==> config.mk <==
export PLATFORM = sky130hd
export DESIGN_NAME = dt_oc_element
export DESIGN_NICKNAME = d
export VERILOG_FILES = /design/src/rtl/dt_oc_pkg.sv /design/src/rtl/dt_settings.sv /design/src/rtl/dt_compare.sv /design/src/rtl/dt_timer.sv /design/src/rtl/dt_oc_element.sv
export SDC_FILE = /design/constraint.sdc
export NUM_CORES = 1
export LEC_CHECK = 0
export CORE_UTILIZATION = 35
export CTS_CLUSTER_SIZE = 8
export DETAILED_ROUTE_END_ITERATION = 10
export DONT_BUFFER_PORTS = 1
export HOLD_SLACK_MARGIN = 0.05
export MAX_ROUTING_LAYER = met4
export PLACE_DENSITY_LB_ADDON = 0.08
export SLEW_MARGIN = 20
export SYNTH_ARGS = -nofsm -noshare
export SYNTH_HDL_FRONTEND = slang
export SYNTH_SLANG_ARGS = --single-unit
==> constraint.sdc <==
create_clock -name clk -period 6.8 [get_ports clk]
set_input_delay 1.36 -clock clk [delete_from_list [all_inputs] [get_ports clk]]
set_output_delay 1.36 -clock clk [all_outputs]
set_load 0.05 [all_outputs]
==> src/rtl/dt_oc_pkg.sv <==
package dt_oc_pkg;

    // Element progress through a pickup episode
    typedef enum logic [1:0] {
        ST_IDLE   = 2'd0,
        ST_TIMING = 2'd1,
        ST_TRIP   = 2'd2
    } dt_state_e;

    // Status pair carried from the timer to the outputs
    typedef struct packed {
        logic pickup;
        logic timed;
    } dt_flags_t;

    function automatic dt_flags_t flags_of(input dt_state_e st);
        dt_flags_t f;
        f.pickup = (st != ST_IDLE);
        f.timed  = (st == ST_TRIP);
        return f;
    endfunction

endpackage

==> src/rtl/dt_settings.sv <==
module dt_settings #(
    parameter int MAG_W = 16,
    parameter int DLY_W = 16
) (
    input  logic             clk,
    input  logic             rst,
    input  logic             hold,
    input  logic [MAG_W-1:0] pk_in,
    input  logic [DLY_W-1:0] dly_in,
    output logic [MAG_W-1:0] pk_q,
    output logic [DLY_W-1:0] dly_q
);
    // Capture while idle; freeze while a pickup episode is in progress
    always_ff @(posedge clk) begin
        if (rst || !hold) begin
            pk_q  <= pk_in;
            dly_q <= dly_in;
        end
    end
endmodule

==> src/rtl/dt_compare.sv <==
module dt_compare #(
    parameter int MAG_W = 16
) (
    input  logic [MAG_W-1:0] mag,
    input  logic [MAG_W-1:0] pickup,
    input  logic             torque,
    output logic             pu_now
);
    logic over;
    always_comb begin
        over   = (mag > pickup);
        pu_now = over && torque;
    end
endmodule

==> src/rtl/dt_timer.sv <==
module dt_timer
    import dt_oc_pkg::*;
#(
    parameter int DLY_W = 16
) (
    input  logic             clk,
    input  logic             rst,
    input  logic             tick,
    input  logic             pu_now,
    input  logic [DLY_W-1:0] dly,
    output dt_state_e        state_o,
    output logic [DLY_W-1:0] cnt_o
);
    dt_state_e        st_q, st_d;
    logic [DLY_W-1:0] cnt_q, cnt_d;
    logic [DLY_W-1:0] cnt_inc;

    always_comb begin
        cnt_inc = cnt_q + 1'b1;
        st_d    = st_q;
        cnt_d   = cnt_q;
        if (tick) begin
            if (!pu_now) begin
                st_d  = ST_IDLE;
                cnt_d = '0;
            end else begin
                unique case (st_q)
                    ST_IDLE: begin
                        cnt_d = '0;
                        st_d  = (dly == '0) ? ST_TRIP : ST_TIMING;
                    end
                    ST_TIMING: begin
                        // cnt_q < dly here, so the increment cannot wrap
                        cnt_d = cnt_inc;
                        st_d  = (cnt_inc >= dly) ? ST_TRIP : ST_TIMING;
                    end
                    ST_TRIP: begin
                        cnt_d = cnt_q;
                        st_d  = ST_TRIP;
                    end
                    default: begin
                        cnt_d = '0;
                        st_d  = ST_IDLE;
                    end
                endcase
            end
        end
    end

    always_ff @(posedge clk) begin
        if (rst) begin
            st_q  <= ST_IDLE;
            cnt_q <= '0;
        end else begin
            st_q  <= st_d;
            cnt_q <= cnt_d;
        end
    end

    assign state_o = st_q;
    assign cnt_o   = cnt_q;
endmodule

==> src/rtl/dt_oc_element.sv <==
module dt_oc_element
    import dt_oc_pkg::*;
#(
    parameter int MAG_W = 16,
    parameter int DLY_W = 16
) (
    input  logic             clk,
    input  logic             rst,
    input  logic             smp_vld,
    input  logic [MAG_W-1:0] smp_mag,
    input  logic [MAG_W-1:0] set_pickup,
    input  logic [DLY_W-1:0] set_delay,
    input  logic             trq_en,
    output logic             pu_o,
    output logic             tmd_o
);
    logic [MAG_W-1:0] act_pk;
    logic [DLY_W-1:0] act_dly;
    logic [DLY_W-1:0] tmr_cnt;
    logic             pu_now;
    dt_state_e        tmr_st;
    dt_flags_t        flags;

    assign flags = flags_of(tmr_st);
    assign pu_o  = flags.pickup;
    assign tmd_o = flags.timed;

    dt_settings #(.MAG_W(MAG_W), .DLY_W(DLY_W)) u_set (
        .clk    (clk),
        .rst    (rst),
        .hold   (pu_o),
        .pk_in  (set_pickup),
        .dly_in (set_delay),
        .pk_q   (act_pk),
        .dly_q  (act_dly)
    );

    dt_compare #(.MAG_W(MAG_W)) u_cmp (
        .mag    (smp_mag),
        .pickup (act_pk),
        .torque (trq_en),
        .pu_now (pu_now)
    );

    dt_timer #(.DLY_W(DLY_W)) u_tmr (
        .clk     (clk),
        .rst     (rst),
        .tick    (smp_vld),
        .pu_now  (pu_now),
        .dly     (act_dly),
        .state_o (tmr_st),
        .cnt_o   (tmr_cnt)
    );
endmodule

# Yosys cells after proc, flatten, opt, wreduce, memory -nomap -nowiden
# Index checks and enable logic that the tools add are counted.
[totals] input_bits=52 ff_bits=50 output_inout_bits=2 elab_cells=23
[classes] eq_ne=3 magnitude_cmp=2 n_reduce_logical=7 add_sub_neg=1 muxes=6
[ops] cell="16-bit one-hot mux with 2 select lines" n=1
[ops] cell="16-bit by 1-bit adder with 16-bit output (second input constant)" n=1
[ops] cell="16-bit >= comparator" n=1
[ops] cell="16-bit greater-than comparator" n=1
[ops] cell="16-bit logical NOT" n=1
[ops] cell="16-bit 2-to-1 mux" n=1
[ops] cell="2-bit 2-to-1 mux" n=3
[ops] cell="2-bit one-hot mux with 3 select lines" n=1
[ops] cell="2-bit by 1-bit == test with 1-bit output (second input constant)" n=1
[ops] cell="2-bit == test (second input constant)" n=1
[ops] cell="2-bit logical NOT" n=1
[ops] cell="2-bit != test (second input constant)" n=1
[ops] cell="2-bit AND reduction" n=1
[ops] cell="2-bit nonzero test" n=1
[ops] cell="1-bit logical AND" n=1
[ops] cell="1-bit logical NOT" n=1
[ops] cell="1-bit logical OR" n=1

# Depth between registers and ports, before layout
[logic_depth] word_depth=5 mapped_depth=13 depth_no_buf=12

# Hierarchy
# From an unflattened synthesis, not the netlist that was laid out.
[hier_totals] cells_unflattened=282 area_unflattened_um2=2867.8
[modules_own_cells] module="dt_timer" seq_area_each_um2=360.3 instances=1 cells_per_inst=191 area_per_inst_um2=1488.9
[modules_own_cells] module="dt_settings" seq_area_each_um2=960.9 instances=1 cells_per_inst=33 area_per_inst_um2=967.2
[modules_own_cells] module="dt_compare" seq_area_each_um2=0.0 instances=1 cells_per_inst=56 area_per_inst_um2=399.1
[modules_own_cells] module="dt_oc_element" seq_area_each_um2=0.0 instances=1 cells_per_inst=2 area_per_inst_um2=12.5

# Least setup slack after synthesis
# OpenSTA, ideal clock, no wires.
[synth_path] path_kind="input-to-reg" start="in smp_mag[15]" end="reg u_tmr.cnt_q[0], in the netlist u_tmr.cnt_o[0]" arrival_time_ps=2950 setup_ps=83 path_buffers=1 required_time_ps=6717 setup_slack_ps=3766 path_stages=7 path_cell_list="ha_1 nand4_2 a2111o_1 a31oi_4 a21boi_4 buf_6 o31ai_4"
[synth_between] elab_chain_cells=4 elab_cells_between_ends=5 cone_classes="1 x order compare; 1 x eq/ne; 1 x mux; 2 x reduce/logical"
[synth_rtl] element="start: declaration" line="dt_oc_element.sv:10" text="input logic [MAG_W-1:0] smp_mag,"
[synth_rtl] element="16-bit greater-than comparator *" line="dt_compare.sv:11" text="over = (mag > pickup);"
[synth_rtl] element="1-bit logical AND *" line="dt_compare.sv:12" text="pu_now = over && torque;"
[synth_rtl] element="2-bit != test (no line)"
[synth_rtl] element="2-bit AND reduction (no line)"
[synth_rtl] element="end signal: assignment" line="dt_timer.sv:56" text="cnt_q <= cnt_d;"
[synth_rtl] element="end: declaration" line="dt_timer.sv:15" text="logic [DLY_W-1:0] cnt_q, cnt_d;"
# Mark *: on every way between the ends. The rest lies on a longest branch, timed or not.
# A chain may end at the register's enable or synchronous reset.

# Worst setup path in the final report
[layout_path] start="reg u_tmr.cnt_q[0], in the netlist u_tmr.cnt_o[0]" end="reg u_tmr.st_q[1], in the netlist u_tmr.state_o[1]"
[layout_between] elab_chain_cells=5
[layout_rtl] element="16-bit by 1-bit adder with 16-bit output" line="dt_timer.sv:19" text="cnt_inc = cnt_q + 1'b1;"
[layout_rtl] element="16-bit >= comparator" line="dt_timer.sv:35" text="st_d = (cnt_inc >= dly) ? ST_TRIP : ST_TIMING;"
[layout_rtl] element="2-bit 2-to-1 mux" line="dt_timer.sv:35"
[layout_rtl] element="2-bit one-hot mux with 3 select lines" line="dt_timer.sv:27" text="unique case (st_q)"
[layout_rtl] element="2-bit 2-to-1 mux" line="dt_timer.sv:23" text="if (!pu_now) begin"
[layout_rtl] element="end signal: assignment" line="dt_timer.sv:55" text="st_q <= st_d;"
[layout_rtl] element="end: declaration" line="dt_timer.sv:14" text="dt_state_e st_q, st_d;"
# Every way passes these cells.

==> results.md <==
* Main combinational cell family by area after synthesis: simple AND/OR/NAND/NOR gates
* Fin crit period at roughly 3.0 ns
* RSZ-0062 raised after global routing: no
* Primary FF master, synth: edfxtp_1
* Pwr/cell area at between 150 and 200 nW/µm²
* Chip height at about 94 µm
* Routability congestion estimate at 0.7954
* Synth area leaders: edfxtp_1, ha_1, dfxtp_1
* Routed Antenna Nets at 0
* Vias in the first global route at just over 2000
* Worst hold slack at about 0.5 ns
* Cts repair resizes at 0
* Rel. slew slack at 0.5116
* Worst hold path stage count at 2
* Worst Tran Pin Value at 0.7318 ns
* Die Width at approximately 94 µm
* HP Start: u_tmr.cnt_o[15]
* R2R depth at 11
* # setup viols final at 0
* Reg2reg start: u_tmr.cnt_o[0]
* Initial antenna violation count at 0
* Highest net fanout along the worst path at 6
* Total number of vias at between 2000 and 2500
* Syn Nets at approximately 380
* PortBufs at 0
* Commonest non-fill, non-tap cells in the layout: inv_1, ha_1, edfxtp_1, nand2_1, dfxtp_1
* #FFs+latches synth at 50
* Gr ovfl total at 0
* Hold_buf cts at 0
* Site row count at 33
* Total GRT Usage at 0.1459
* Post-synth EDFFs at 32
* Clock Sinks at 50
* Hold Path Class: flop to flop
* Critical Path RT at about 7.0 ns
* P&R area growth vs syn at 7.436%
* Layout cell share with drive strength beyond 1 at 0.06529
* Synth Area per Inst at ~10 µm²
* Final Skew at ~0.016 ns
* Part of the cycle the worst path needs at 0.4447
* Hold Path End: u_tmr.cnt_o[15]
* XOR/XNOR Fraction of Synth Area at 0.03549
* Post-CTS setup-driven buffer insertion count at 0
* Yosys top cell area share at 0.3245
* Cell Area, Synth at about 3000 µm²
* CTS buffer count at 5
* Setup total negative slack at 0 ns
* CP arrival at approximately 3.3 ns
* Register area at 1321 µm²
* Simple-gate share of the synthesized area at 0.1622
* Largest net degree at the start of global routing at 33
* Fillers at between 800 and 900
* Final Hold Viols at 0
* Gate Count Post-Synth at 290
* Multi-input gate area at between 1000 and 1500 µm²
* Ys async rst share at 0
* Die area at 8833 µm²
* DRC violations left at 0
* Core ar. at a little over 8000 µm²
* IO Pins at 54
* N_diodes at 0
* LEAKAGE at between 1 and 1.5 nW
* Commonest non-fill, non-tap cell in the layout: inv_1
* Clock Path Buffers at 2
* Mux share of post-synthesis cell area at 0.02366
* Initial DRC count at 55
* Synth Area in Compound Gates at 0.1272
* Status: complete, no violations
* Worst setup SP type: flop
* Vias/cell at roughly 5
* Fin. max-slew vios at 0
* Worst VDD drop at between 80 and 90 µV
* Skew-Pair Late Insertion Delay at roughly 0.32 ns
* Crit-path cells: ha_1 > nand3_1 > nor2_1 > nand4_1 > xnor2_1 > ha_1 > nand4_1 > or4_1 > a211oi_1 > o21ai_0 > o32ai_1
* Sequential-to-total area share from yosys stat at 0.4461
* CTS tree: yes
* Critical Path End Type: flop
* R2R Path End: u_tmr.state_o[1]
* Slowest CP cell: or4_1
* Setup CP Type: flop to flop
* H-Tree Depth at 2
* Post-Synth Adder-Cell Area at 0.1394
* Dpl hpwl at roughly 4.4 mm
* Maximum clock rate at roughly 0.33 GHz
* Clock-pin slew on the worst setup and hold paths at ~0.11 ns
* Initial DRT Pass Iterations at 4
* Initial core utilization at 0.3604
* R2r setup slk at 3.78 ns
* DR WL/cell at roughly 15 µm
* First-pass GRT wire length at ~9.4 mm
* Final wirelength at between 5 and 6 mm
* Nets at approximately 380
* Clock root buffer: clkbuf_8
* Yosys cell types at 47
* Max Cap Viol at 0
* Synth Warn # at 0
* Leading area contributor after synthesis: edfxtp_1
* CP peak stage delay at 0.59 ns
==> through the flow <==
step | instance area, µm² | cells | setup WS (ns) | power [mW] | utilization
3_3_place_gp | 3063 | 388 | 3.496 | 0.3990 | 0.3728
2_1_floorplan | 2962 | 290 | 3.766 | 0.3904 | -
5_1_grt | 3182 | 396 | 3.528 | 0.6444 | 0.3872
3_5_place_dp | 3063 | 388 | 3.461 | 0.3990 | 0.3728
6_report | 3182 | 396 | 3.776 | 0.6178 | 0.3872
4_1_cts | 3179 | 396 | 3.714 | 0.6275 | 0.3869
==> logic make-up after synthesis <==
logic type / after synthesis
and+or+nand+nor: 90
adders and majority gates: 33
buffers and inverters: 49
DFF: 50
xor gates and xnor gates: 12
AOI/OAI and AO/OA: 49
muxes: 7
==> synth_stat cells, types with 2 or more instances <==
| master | n |
|---|---|
| nand3b_1 | 3 |
| o311ai_1 | 4 |
| ha_1 | 33 |
| a211oi_1 | 2 |
| o21ai_0 | 7 |
| dfxtp_1 | 18 |
| buf_2 | 3 |
| clkbuf_1 | 4 |
| edfxtp_1 | 32 |
| nand3_1 | 15 |
| mux2i_1 | 7 |
| nand2b_1 | 13 |
| or4_1 | 2 |
| nand4_1 | 9 |
| nor2b_1 | 2 |
| nand2_1 | 18 |
| a21oi_1 | 15 |
| nor4_1 | 4 |
| or2_2 | 2 |
| nor3_1 | 6 |
| o211ai_1 | 3 |
| o32ai_1 | 2 |
| xor2_1 | 3 |
| inv_1 | 40 |
| o21ai_1 | 2 |
| o21a_1 | 2 |
| nor2_1 | 11 |
| xnor2_1 | 9 |
==> layer usage <==
| metal | track usage | part of all wire | vias to the layer above |
|---|---|---|---|
| li1 | - | - | 1043 |
| met3 | 0.02913 | 0.029 | 7 |
| met1 | 0.1809 | 0.50 | 934 |
| met2 | 0.2384 | 0.46 | 37 |
| met5 | - | 0 | - |
| met4 | 0.04744 | 0.014 | 0 |
==> power breakdown <==
part / internal [mW] / switching [mW]
sequential: 0.337 / 0.00502
clock: 0.113 / 0.114
combinational: 0.0205 / 0.0291
total: 0.470 / 0.148
==> critical path: cells and delay by family (launching register included) <==
family | cells | cell delay [ns]
xor gates and xnor gates | 1 | 0.19
AOI/OAI and AO/OA | 3 | 0.47
and+or+nand+nor | 5 | 1.29
adders and majority gates | 2 | 0.57
DFF | 1 | 0.43
==> area by class of cell <==
cell class,count,area share
multi-input combinational,191,0.4550
sequential,50,0.4153
inverter,40,0.04719
tap,105,0.04129
clock buffer,5,0.02163
clock inverter,3,0.01494
timing repair buffer,2,0.004719
==> state kept, by name, indices dropped and copies added, names as in the netlist <==
| signal | count |
|---|---|
| u_set.dly_q | 16 |
| u_set.pk_q | 16 |
| u_tmr.cnt_o | 16 |
| u_tmr.state_o | 2 |
==> worst max-delay path by stage <==
stage / start / end / slack (ns) / depth (start not counted)
after global placement: smp_mag[15] / u_tmr.cnt_o[10] / 3.50 / 6
after floorplan: smp_mag[15] / u_tmr.cnt_o[0] / 3.77 / 7
after CTS: u_tmr.cnt_o[0] / u_tmr.state_o[1] / 3.71 / 11
after detailed placement: smp_mag[11] / u_tmr.cnt_o[13] / 3.46 / 6
after global routing: u_tmr.cnt_o[0] / u_tmr.state_o[1] / 3.53 / 11
final: u_tmr.cnt_o[0] / u_tmr.state_o[1] / 3.78 / 11
Note: power is estimated with default switching activity, not from simulation.
